## src/rtl/crc_app_pkg.sv

```systemverilog
package crc_app_pkg;
  parameter int unsigned CRC_W  = 32;
  parameter int unsigned BYTE_W = 8;
  parameter int unsigned DATA_W = 32;
  localparam int unsigned NBYTES = DATA_W / BYTE_W;

  typedef logic [CRC_W-1:0]  crc_t;
  typedef logic [DATA_W-1:0] word_t;
  typedef logic [BYTE_W-1:0] byte_t;

  typedef struct packed {
    crc_t poly;
    crc_t init;
    crc_t xor_out;
    logic refl_out;
    logic refl_in;
  } crc_cfg_t;

  function automatic byte_t rev_byte(input byte_t b);
    byte_t r;
    for (int i = 0; i < BYTE_W; i++) r[i] = b[BYTE_W-1-i];
    return r;
  endfunction

  function automatic crc_t rev_crc(input crc_t c);
    crc_t r;
    for (int i = 0; i < CRC_W; i++) r[i] = c[CRC_W-1-i];
    return r;
  endfunction
endpackage

```

## src/rtl/crc_app_byte_step.sv

```systemverilog
module crc_app_byte_step
  import crc_app_pkg::*;
(
  input  crc_t  crc_i,
  input  byte_t byte_i,
  input  crc_t  poly_i,
  input  logic  refl_i,
  output crc_t  crc_o
);
  byte_t b_eff;
  crc_t  c;

  always_comb begin
    b_eff = refl_i ? rev_byte(byte_i) : byte_i;
    c = crc_i ^ {b_eff, {(CRC_W-BYTE_W){1'b0}}};
    for (int k = 0; k < BYTE_W; k++) begin
      c = c[CRC_W-1] ? ({c[CRC_W-2:0], 1'b0} ^ poly_i) : {c[CRC_W-2:0], 1'b0};
    end
    crc_o = c;
  end
endmodule

```

## src/rtl/crc_app_word_step.sv

```systemverilog
module crc_app_word_step
  import crc_app_pkg::*;
(
  input  crc_t  crc_i,
  input  word_t data_i,
  input  crc_t  poly_i,
  input  logic  refl_i,
  output crc_t  crc_o
);
  crc_t chain [NBYTES+1];

  assign chain[0] = crc_i;

  // low byte first
  for (genvar gb = 0; gb < NBYTES; gb++) begin : g_byte
    crc_app_byte_step u_step (
      .crc_i  (chain[gb]),
      .byte_i (data_i[gb*BYTE_W +: BYTE_W]),
      .poly_i (poly_i),
      .refl_i (refl_i),
      .crc_o  (chain[gb+1])
    );
  end

  assign crc_o = chain[NBYTES];
endmodule

```

## src/rtl/crc_app_accum.sv

```systemverilog
module crc_app_accum
  import crc_app_pkg::*;
(
  input  logic     clk_i,
  input  logic     rst_ni,
  input  logic     accept_i,
  input  logic     last_i,
  input  word_t    data_i,
  input  crc_cfg_t cfg_i,
  output crc_t     crc_final_o
);
  logic     first_q;
  crc_cfg_t cfg_q, cfg_use;
  crc_t     crc_q, crc_base, crc_next, crc_refl;

  // first beat bypasses the captured config
  assign cfg_use  = first_q ? cfg_i : cfg_q;
  assign crc_base = first_q ? cfg_i.init : crc_q;

  crc_app_word_step u_word (
    .crc_i  (crc_base),
    .data_i (data_i),
    .poly_i (cfg_use.poly),
    .refl_i (cfg_use.refl_in),
    .crc_o  (crc_next)
  );

  always_ff @(posedge clk_i or negedge rst_ni) begin
    if (!rst_ni) begin
      first_q <= 1'b1;
      cfg_q   <= '0;
      crc_q   <= '0;
    end else if (accept_i) begin
      crc_q   <= crc_next;
      first_q <= last_i;
      if (first_q) cfg_q <= cfg_i;
    end
  end

  assign crc_refl    = cfg_q.refl_out ? rev_crc(crc_q) : crc_q;
  assign crc_final_o = crc_refl ^ cfg_q.xor_out;


  // cfg_hold_chk
  cfg_hold_chk: assert property (@(posedge clk_i) disable iff (!rst_ni)
    (!first_q) |=> $stable(cfg_q));
endmodule

```

## src/rtl/crc_app_out_stage.sv

```systemverilog
module crc_app_out_stage
  import crc_app_pkg::*;
(
  input  logic  clk_i,
  input  logic  rst_ni,
  input  logic  load_pay_i,
  input  word_t pay_data_i,
  input  logic  load_crc_i,
  input  crc_t  crc_data_i,
  input  logic  m_ready_i,
  output logic  can_take_o,
  output logic  m_valid_o,
  output word_t m_data_o,
  output logic  m_last_o
);
  logic  valid_q, last_q;
  word_t data_q;

  assign can_take_o = !valid_q || m_ready_i;

  always_ff @(posedge clk_i or negedge rst_ni) begin
    if (!rst_ni) begin
      valid_q <= 1'b0;
      last_q  <= 1'b0;
      data_q  <= '0;
    end else if (load_pay_i) begin
      valid_q <= 1'b1;
      last_q  <= 1'b0;
      data_q  <= pay_data_i;
    end else if (load_crc_i) begin
      valid_q <= 1'b1;
      last_q  <= 1'b1;
      data_q  <= word_t'(crc_data_i);
    end else if (m_ready_i) begin
      valid_q <= 1'b0;
    end
  end

  assign m_valid_o = valid_q;
  assign m_data_o  = data_q;
  assign m_last_o  = last_q;


  // out_hold_chk
  out_hold_chk: assert property (@(posedge clk_i) disable iff (!rst_ni)
    (valid_q && !m_ready_i) |=> (valid_q && $stable(data_q) && $stable(last_q)));
endmodule

```

## src/rtl/crc_stream_appender.sv

```systemverilog
module crc_stream_appender
  import crc_app_pkg::*;
(
  input  logic        clk_i,
  input  logic        rst_ni,
  input  logic [31:0] poly_i,
  input  logic [31:0] init_i,
  input  logic [31:0] xor_out_i,
  input  logic [1:0]  refl_i,
  input  logic        s_valid_i,
  input  logic [31:0] s_data_i,
  input  logic        s_last_i,
  output logic        s_ready_o,
  output logic        m_valid_o,
  output logic [31:0] m_data_o,
  output logic        m_last_o,
  input  logic        m_ready_i
);
  crc_cfg_t cfg;
  crc_t     crc_final;
  logic     pending_q, can_take, accept, load_crc;

  assign cfg = '{poly: poly_i, init: init_i, xor_out: xor_out_i,
                 refl_out: refl_i[1], refl_in: refl_i[0]};

  assign s_ready_o = can_take && !pending_q;
  assign accept    = s_valid_i && s_ready_o;
  assign load_crc  = pending_q && can_take;

  always_ff @(posedge clk_i or negedge rst_ni) begin
    if (!rst_ni)                 pending_q <= 1'b0;
    else if (accept && s_last_i) pending_q <= 1'b1;
    else if (load_crc)           pending_q <= 1'b0;
  end

  crc_app_accum u_accum (
    .clk_i       (clk_i),
    .rst_ni      (rst_ni),
    .accept_i    (accept),
    .last_i      (s_last_i),
    .data_i      (s_data_i),
    .cfg_i       (cfg),
    .crc_final_o (crc_final)
  );

  crc_app_out_stage u_out (
    .clk_i      (clk_i),
    .rst_ni     (rst_ni),
    .load_pay_i (accept),
    .pay_data_i (s_data_i),
    .load_crc_i (load_crc),
    .crc_data_i (crc_final),
    .m_ready_i  (m_ready_i),
    .can_take_o (can_take),
    .m_valid_o  (m_valid_o),
    .m_data_o   (m_data_o),
    .m_last_o   (m_last_o)
  );


  // pay_pass_chk
  pay_pass_chk: assert property (@(posedge clk_i) disable iff (!rst_ni)
    (s_valid_i && s_ready_o) |=> (m_valid_o && !m_last_o && m_data_o == $past(s_data_i)));


  // crc_beat_chk
  crc_beat_chk: assert property (@(posedge clk_i) disable iff (!rst_ni)
    (pending_q && (!m_valid_o || m_ready_i)) |=> (m_valid_o && m_last_o));


  // stall_after_last_chk
  stall_after_last_chk: assert property (@(posedge clk_i) disable iff (!rst_ni)
    (s_valid_i && s_ready_o && s_last_i) |=> !s_ready_o);


  // b2b_ready_chk
  b2b_ready_chk: assert property (@(posedge clk_i) disable iff (!rst_ni)
    (m_valid_o && m_last_o && m_ready_i) |-> s_ready_o);
endmodule

```

## config.mk

```make
export PLATFORM = sky130hd
export DESIGN_NAME = crc_stream_appender
export DESIGN_NICKNAME = d
export VERILOG_FILES = /design/src/rtl/crc_app_pkg.sv /design/src/rtl/crc_app_byte_step.sv /design/src/rtl/crc_app_word_step.sv /design/src/rtl/crc_app_accum.sv /design/src/rtl/crc_app_out_stage.sv /design/src/rtl/crc_stream_appender.sv
export SDC_FILE = /design/constraint.sdc
export NUM_CORES = 1
export LEC_CHECK = 0
export BUFFER_PORTS_ARGS = -buffer_cell sky130_fd_sc_hd__buf_4
export CAP_MARGIN = 20
export CORE_MARGIN = 1.5
export CORE_UTILIZATION = 35
export CTS_CLUSTER_SIZE = 30
export DETAILED_ROUTE_END_ITERATION = 8
export SETUP_SLACK_MARGIN = 0.4
export SLEW_MARGIN = 10
export SYNTH_ARGS = -nofsm -noshare
export SYNTH_HDL_FRONTEND = slang
export SYNTH_SLANG_ARGS = --single-unit
```

## constraint.sdc

```tcl
create_clock -name clk_i -period 16.17 [get_ports clk_i]
set_input_delay 2.4255 -clock clk_i [delete_from_list [all_inputs] [get_ports clk_i]]
set_output_delay 2.4255 -clock clk_i [all_outputs]
set_load 0.01 [all_outputs]
```

# Word level (Yosys, flattened, before mapping)
# Cells that the tools add are included.
# classes
mux	48
bitwise	37
reduce_logical	11
# op_table
cell	n
bitwise XOR 32 bit	37
2-to-1 mux 32 bit	36
2-to-1 mux 98 bit	1
2-to-1 mux 8 bit	4
2-to-1 mux 1 bit	7
logical AND 1 bit	4
nonzero test 2 bit	2
nonzero test 3 bit	1
logical NOT 1 bit	2
AND reduction 2 bit	1
logical OR 1 bit	1
# word_totals
register_bits	166
word_cells	107

# Logic depth before layout (Yosys ltp)
# depth
depth_word	70
depth_mapped	55
ltp_nobuf	43

# Hierarchy
# A second synthesis with hierarchy kept.
# hier_totals
cells_unflattened	3906
area_unflattened_um2	30369.1
# by_module_without_submodules
module	instances	cells_per_inst	area_per_inst_um2	seq_area_each_um2
crc_app_byte_step	4	851	5873.1	0.0
crc_app_accum	1	350	5231.3	2478.6
crc_app_out_stage	1	146	1576.5	850.8
crc_stream_appender	1	6	68.8	25.0

# Worst setup path after synthesis
# OpenSTA, ideal clock, no wires.
# synth_path
path_type	input -> register
from	in refl_i[0]
to	reg u_accum.crc_q[6]
setup_ns	0.069
arrival_ns	15.176
t_required_ns	16.101
path_slack_ns	0.925
cell_stages	47
path_buffers	4
cell_sequence	mux2i_4 -> mux2i_4 -> mux2i_2 -> xor2_2 -> mux2i_1 -> a211oi_2 -> nor2_1 -> a31oi_1 -> a221o_1 -> a311o_1 -> nor4_2 -> o21ai_1 -> xnor3_1 -> or3_4 -> and2_1 -> or3_1 -> a21oi_1 -> xnor3_2 -> [11 not listed] -> a2111oi_0 -> a211oi_1 -> xor2_1 -> buf_4 -> mux2i_4 -> a211oi_1 -> or4_1 -> clkbuf_1 -> nand2_1 -> a221oi_1 -> or4b_4 -> o21a_2 -> and3_1 -> o311a_1 -> or2_1 -> buf_2 -> or4_1 -> nand3_1
# synth_via
elab_chain_cells	68
elab_cells_between_ends	73
classes_between	mux: 37; bitwise: 36
# synth_lines
element	line_no	rtl
start: declaration	crc_stream_appender.sv:9	input logic [1:0] refl_i,
2-to-1 mux 98 bit (*)	-	
2-to-1 mux 8 bit	crc_app_byte_step.sv:14	b_eff = refl_i ? rev_byte(byte_i) : byte_i;
bitwise XOR 32 bit	crc_app_byte_step.sv:15	c = crc_i ^ {b_eff, {(CRC_W-BYTE_W){1'b0}}};
2-to-1 mux 32 bit or bitwise XOR 32 bit (tied branches)	crc_app_byte_step.sv:17	c = c[CRC_W-1] ? ({c[CRC_W-2:0], 1'b0} ^ poly_i) : {c[CRC_W-2:0], 1'b0};
bitwise XOR 32 bit or 2-to-1 mux 32 bit (tied branches)	crc_app_byte_step.sv:17	
2-to-1 mux 32 bit or bitwise XOR 32 bit (tied branches)	crc_app_byte_step.sv:17	
bitwise XOR 32 bit or 2-to-1 mux 32 bit (tied branches)	crc_app_byte_step.sv:17	
2-to-1 mux 32 bit or bitwise XOR 32 bit (tied branches)	crc_app_byte_step.sv:17	
[52 not listed]	-	
bitwise XOR 32 bit or 2-to-1 mux 32 bit (tied branches)	crc_app_byte_step.sv:17	
2-to-1 mux 32 bit (*)	crc_app_byte_step.sv:17	
bitwise XOR 32 bit or 2-to-1 mux 32 bit (tied branches)	crc_app_byte_step.sv:17	
2-to-1 mux 32 bit (*)	crc_app_byte_step.sv:17	
bitwise XOR 32 bit or 2-to-1 mux 32 bit (tied branches)	crc_app_byte_step.sv:17	
2-to-1 mux 32 bit (*)	crc_app_byte_step.sv:17	
bitwise XOR 32 bit or 2-to-1 mux 32 bit (tied branches)	crc_app_byte_step.sv:17	
2-to-1 mux 32 bit (*)	crc_app_byte_step.sv:17	
end signal: assignment	crc_app_accum.sv:34	crc_q <= crc_next;
end: declaration	crc_app_accum.sv:14	crc_t crc_q, crc_base, crc_next, crc_refl;
# Every way passes the cells marked *; elsewhere a longest branch is shown, timed or not.
# A chain may end at the register's enable or synchronous reset.

# Worst setup path in the final report
# layout_path
from	in refl_i[0]
to	reg u_accum.crc_q[4]
# layout_via
elab_chain_cells	68
elab_cells_between_ends	73
classes_between	mux: 37; bitwise: 36
# layout_lines
element	line_no
2-to-1 mux 98 bit (*)	-
2-to-1 mux 8 bit	crc_app_byte_step.sv:14
bitwise XOR 32 bit	crc_app_byte_step.sv:15
2-to-1 mux 32 bit or bitwise XOR 32 bit (tied branches)	crc_app_byte_step.sv:17
bitwise XOR 32 bit or 2-to-1 mux 32 bit (tied branches)	crc_app_byte_step.sv:17
2-to-1 mux 32 bit or bitwise XOR 32 bit (tied branches)	crc_app_byte_step.sv:17
bitwise XOR 32 bit or 2-to-1 mux 32 bit (tied branches)	crc_app_byte_step.sv:17
2-to-1 mux 32 bit or bitwise XOR 32 bit (tied branches)	crc_app_byte_step.sv:17
[52 not listed]	-
bitwise XOR 32 bit or 2-to-1 mux 32 bit (tied branches)	crc_app_byte_step.sv:17
2-to-1 mux 32 bit (*)	crc_app_byte_step.sv:17
bitwise XOR 32 bit or 2-to-1 mux 32 bit (tied branches)	crc_app_byte_step.sv:17
2-to-1 mux 32 bit (*)	crc_app_byte_step.sv:17
bitwise XOR 32 bit or 2-to-1 mux 32 bit (tied branches)	crc_app_byte_step.sv:17
2-to-1 mux 32 bit (*)	crc_app_byte_step.sv:17
bitwise XOR 32 bit or 2-to-1 mux 32 bit (tied branches)	crc_app_byte_step.sv:17
2-to-1 mux 32 bit (*)	crc_app_byte_step.sv:17
# Marked as above.

==> results.md <==
* Site Rows at a little under 100
* Post-synth cell types at 100
* DRC viols at 0
* RSZ-0062 raised after global routing: no
* Total GRT Usage at 23.6%
* Drt first pass iters at 5
* Hold slack at approximately 0.51 ns
* WS Path Type: input port to flop
* Congestion Overflow GR at 0
* IO Pins at 170
* Die H at 269 um
* Outcome: finished clean
* Largest net degree at the start of global routing at 96
* Critical Path End Type: flop
* HPWL after detailed placement at around 63000 um
* WP data arrival at approximately 16 ns
* Post-Syn Nets at approximately 3500
* Max-slew violations at 0
* Clock sink count at 134
* Area post-placement at 27600 um2
* Vias in the first global route at around 22000
* Worst setup startpoint: refl_i[0]
* Final period demand of the worst path at 15.33 ns
* Relative slew slack at about a third
* Hold Vio Cnt, Final at 0
* Layout cell share with drive strength beyond 1 at approximately 16%
* GPL Wtd Cong at a little over 0.9
* # port buffers at 169
* Post-synth top cells: nor2_1 (767), xnor2_1 (767), clkbuf_1 (217), nand2_1 (189), o21ai_0 (154)
* Num CTS Buffers at 17
* Area contributors post-synth: xnor2_1 (27%), dfrtp_1 (13%), nor2_1 (12%)
* Total Nets Final at approximately 3600
* First DRT Iteration DRCs at approximately 2200
* Clock root buffer master: clkbuf_16
* Syn Std Cell Area at 24800 um2
* Antenna viol nets, final at 0
* DR WL/cell at between 15 and 20 um
* EDFF count, synth at 0
* Max Cap Viol at 0
* Area share of the largest cell type after synthesis at between 20% and 30%
* First-pass GRT wire length at about 130000 um
* Clock latency on the worst-skew pair at 0.45 ns
* CP max stage cell: or4_4
* Post-route cell area at approximately 29000 um2
* Startpoint class of the critical path: input port
* Vias at roughly 24000
* Sequential-to-total area share from yosys stat at between 10% and 20%
* Vias per cell at between 5 and 6
* Fin crit share at between 90% and 100%
* Critical Path Fanout Max at 18
* Clock skew at 0.0171 ns
* Hold crit path type: flop to flop
* Hold Crit Start: u_out.m_data_o[7]$_DFFE_PN0P_
* Area Overhead vs Synth at 15.4%
* Synthesis-stage register bit count at 134
* Clock-pin slew on the worst setup and hold paths at about 0.070 ns
* Antenna violations before repair at 1
* Top_reg_cell synth: dfrtp_1
* Tightest Pin Transition at just under 1 ns
* CTS tree: done
* Met2 Usage GRT at ~38%
* GR met3 Demand/Resource at under 10%
* Syn Inst Count at around 3400
* CTS max path bufs at 2
* RR Startpoint: u_accum.first_q$_DFFE_PN1P_
* Met1 Track Usage GR at about a third
* Post-layout util at around two fifths
* Peak Freq at 65.2 MHz
* Area leader, netlist: xnor2_1
* Core area at 70000 um2
* Die X at about 270 um
* DIE AREA at 72400 um2
* Min-Delay Path Depth at 2
* Async set or reset register ratio after synthesis at 100%
* Final WL at 85800 um
* CP dominant cell by count: buf_4
* Initial Util at 35.4%
* R2R cell count at slightly below 50
* Hold Buf Count CTS at 0
* Max incr delay on CP at roughly 0.58 ns
* H-tree depth at 4
* # setup viols final at 0
* Required @ worst endpoint at 16.55 ns
* Avg Cell Area, Syn at approximately 7.4 um2
* Grt peak-use layer: met2
* YS warnings at 0
-- sequential cells by signal, summed over array words and instances, names as in the netlist --
name             flops
u_accum.cfg_q       66
u_out.m_valid_o      1
u_out.m_last_o       1
u_accum.crc_q       32
u_accum.first_q      1
u_out.m_data_o      32
pending_q            1
-- per-stage QoR --
step / instances / setup slack, ns / setup TNS, ns
detailed placement: 4325 / -0.183 / -0.795
global route: 4373 / 0.340 / 0
finish: 4373 / 0.842 / 0
global placement: 4325 / -0.0173 / -0.0333
floorplan: 3369 / 0.925 / 0
CTS: 4357 / 0.417 / 0
-- placed cells by master (no fill, tap or decap), drive strengths merged, types with 14 or more instances in the layout --
cell type and n:
nand3 27, dfrtp 133, o21ai 192, a211o 18
buf 323, xnor3 43, a211oi 57, nor4 17
o22ai 38, mux2i 156, and2 20, clkbuf 19
a21o 14, xor2 86, or3 15, nand2 189
nor2 768, mux2 64, a22oi 41, xnor2 778
a21oi 128, nor3 59, o211ai 48
-- layout make-up --
type                            instances  area (um2)
Antenna cell                            1        2.50
Clock buffer                           19         443
Multi-Input combinational cell       2941       20900
Timing Repair Buffer                  323        2490
Sequential cell                       134        3360
Tap cell                              940        1180
Inverter                                2        7.51
Fill cell                            7079       41400
Clock inverter                         13         194
-- layer usage --
layer / vias to the layer above / wire, um
met2: 722 / 39500
met1: 11300 / 39800
met4: 0 / 1750
met5: - / 0
met3: 96 / 4740
li1: 11500 / -
-- cells by family (layout without fill, tap and decap cells) --
| logic type | after synthesis | count (layout) | share of synthesized area (%) |
|---|---|---|---|
| compound gates | 647 | 647 | 17.3 |
| xor+xnor | 907 | 907 | 35.1 |
| buf+inv | 294 | 357 | 4.66 |
| flops | 134 | 134 | 13.5 |
| mux | 220 | 220 | 9.52 |
| other cells | 0 | 1 | 0 |
| simple gates | 1167 | 1167 | 19.8 |
-- repair_timing --
action                                  4_1_cts  5_1_grt
hold endpoints to repair                      0        0
buffers inserted                              0       15
endpoints found under the setup margin        4       32
gates resized for setup                       4       43
pin swaps                                     0        9
-- worst max-delay path: cells and delay by family --
kind            cells  cell delay (ns)
mux                 6             1.75
compound gates     14             3.19
buf+inv             7             1.35
xor+xnor            7             2.06
simple gates       16             4.87
-- final timing paths --
kind / endpoint / slack [ns]
worst max-delay path: u_accum.crc_q[4]$_DFFE_PN0P_ / 0.84
worst min-delay path: u_out.m_data_o[7]$_DFFE_PN0P_ / 0.51
worst max register to register: u_accum.crc_q[4]$_DFFE_PN0P_ / 1.78
worst min register to register: u_out.m_data_o[7]$_DFFE_PN0P_ / 0.51
max in group asynchronous: u_accum.cfg_q[4]$_DFFE_PN0P_ / 12.87
min in group asynchronous: u_accum.cfg_q[30]$_DFFE_PN0P_ / 1.99
Power is not shown: default switching activity piles up to over one toggle a cycle in this logic, so the estimate is an artifact.
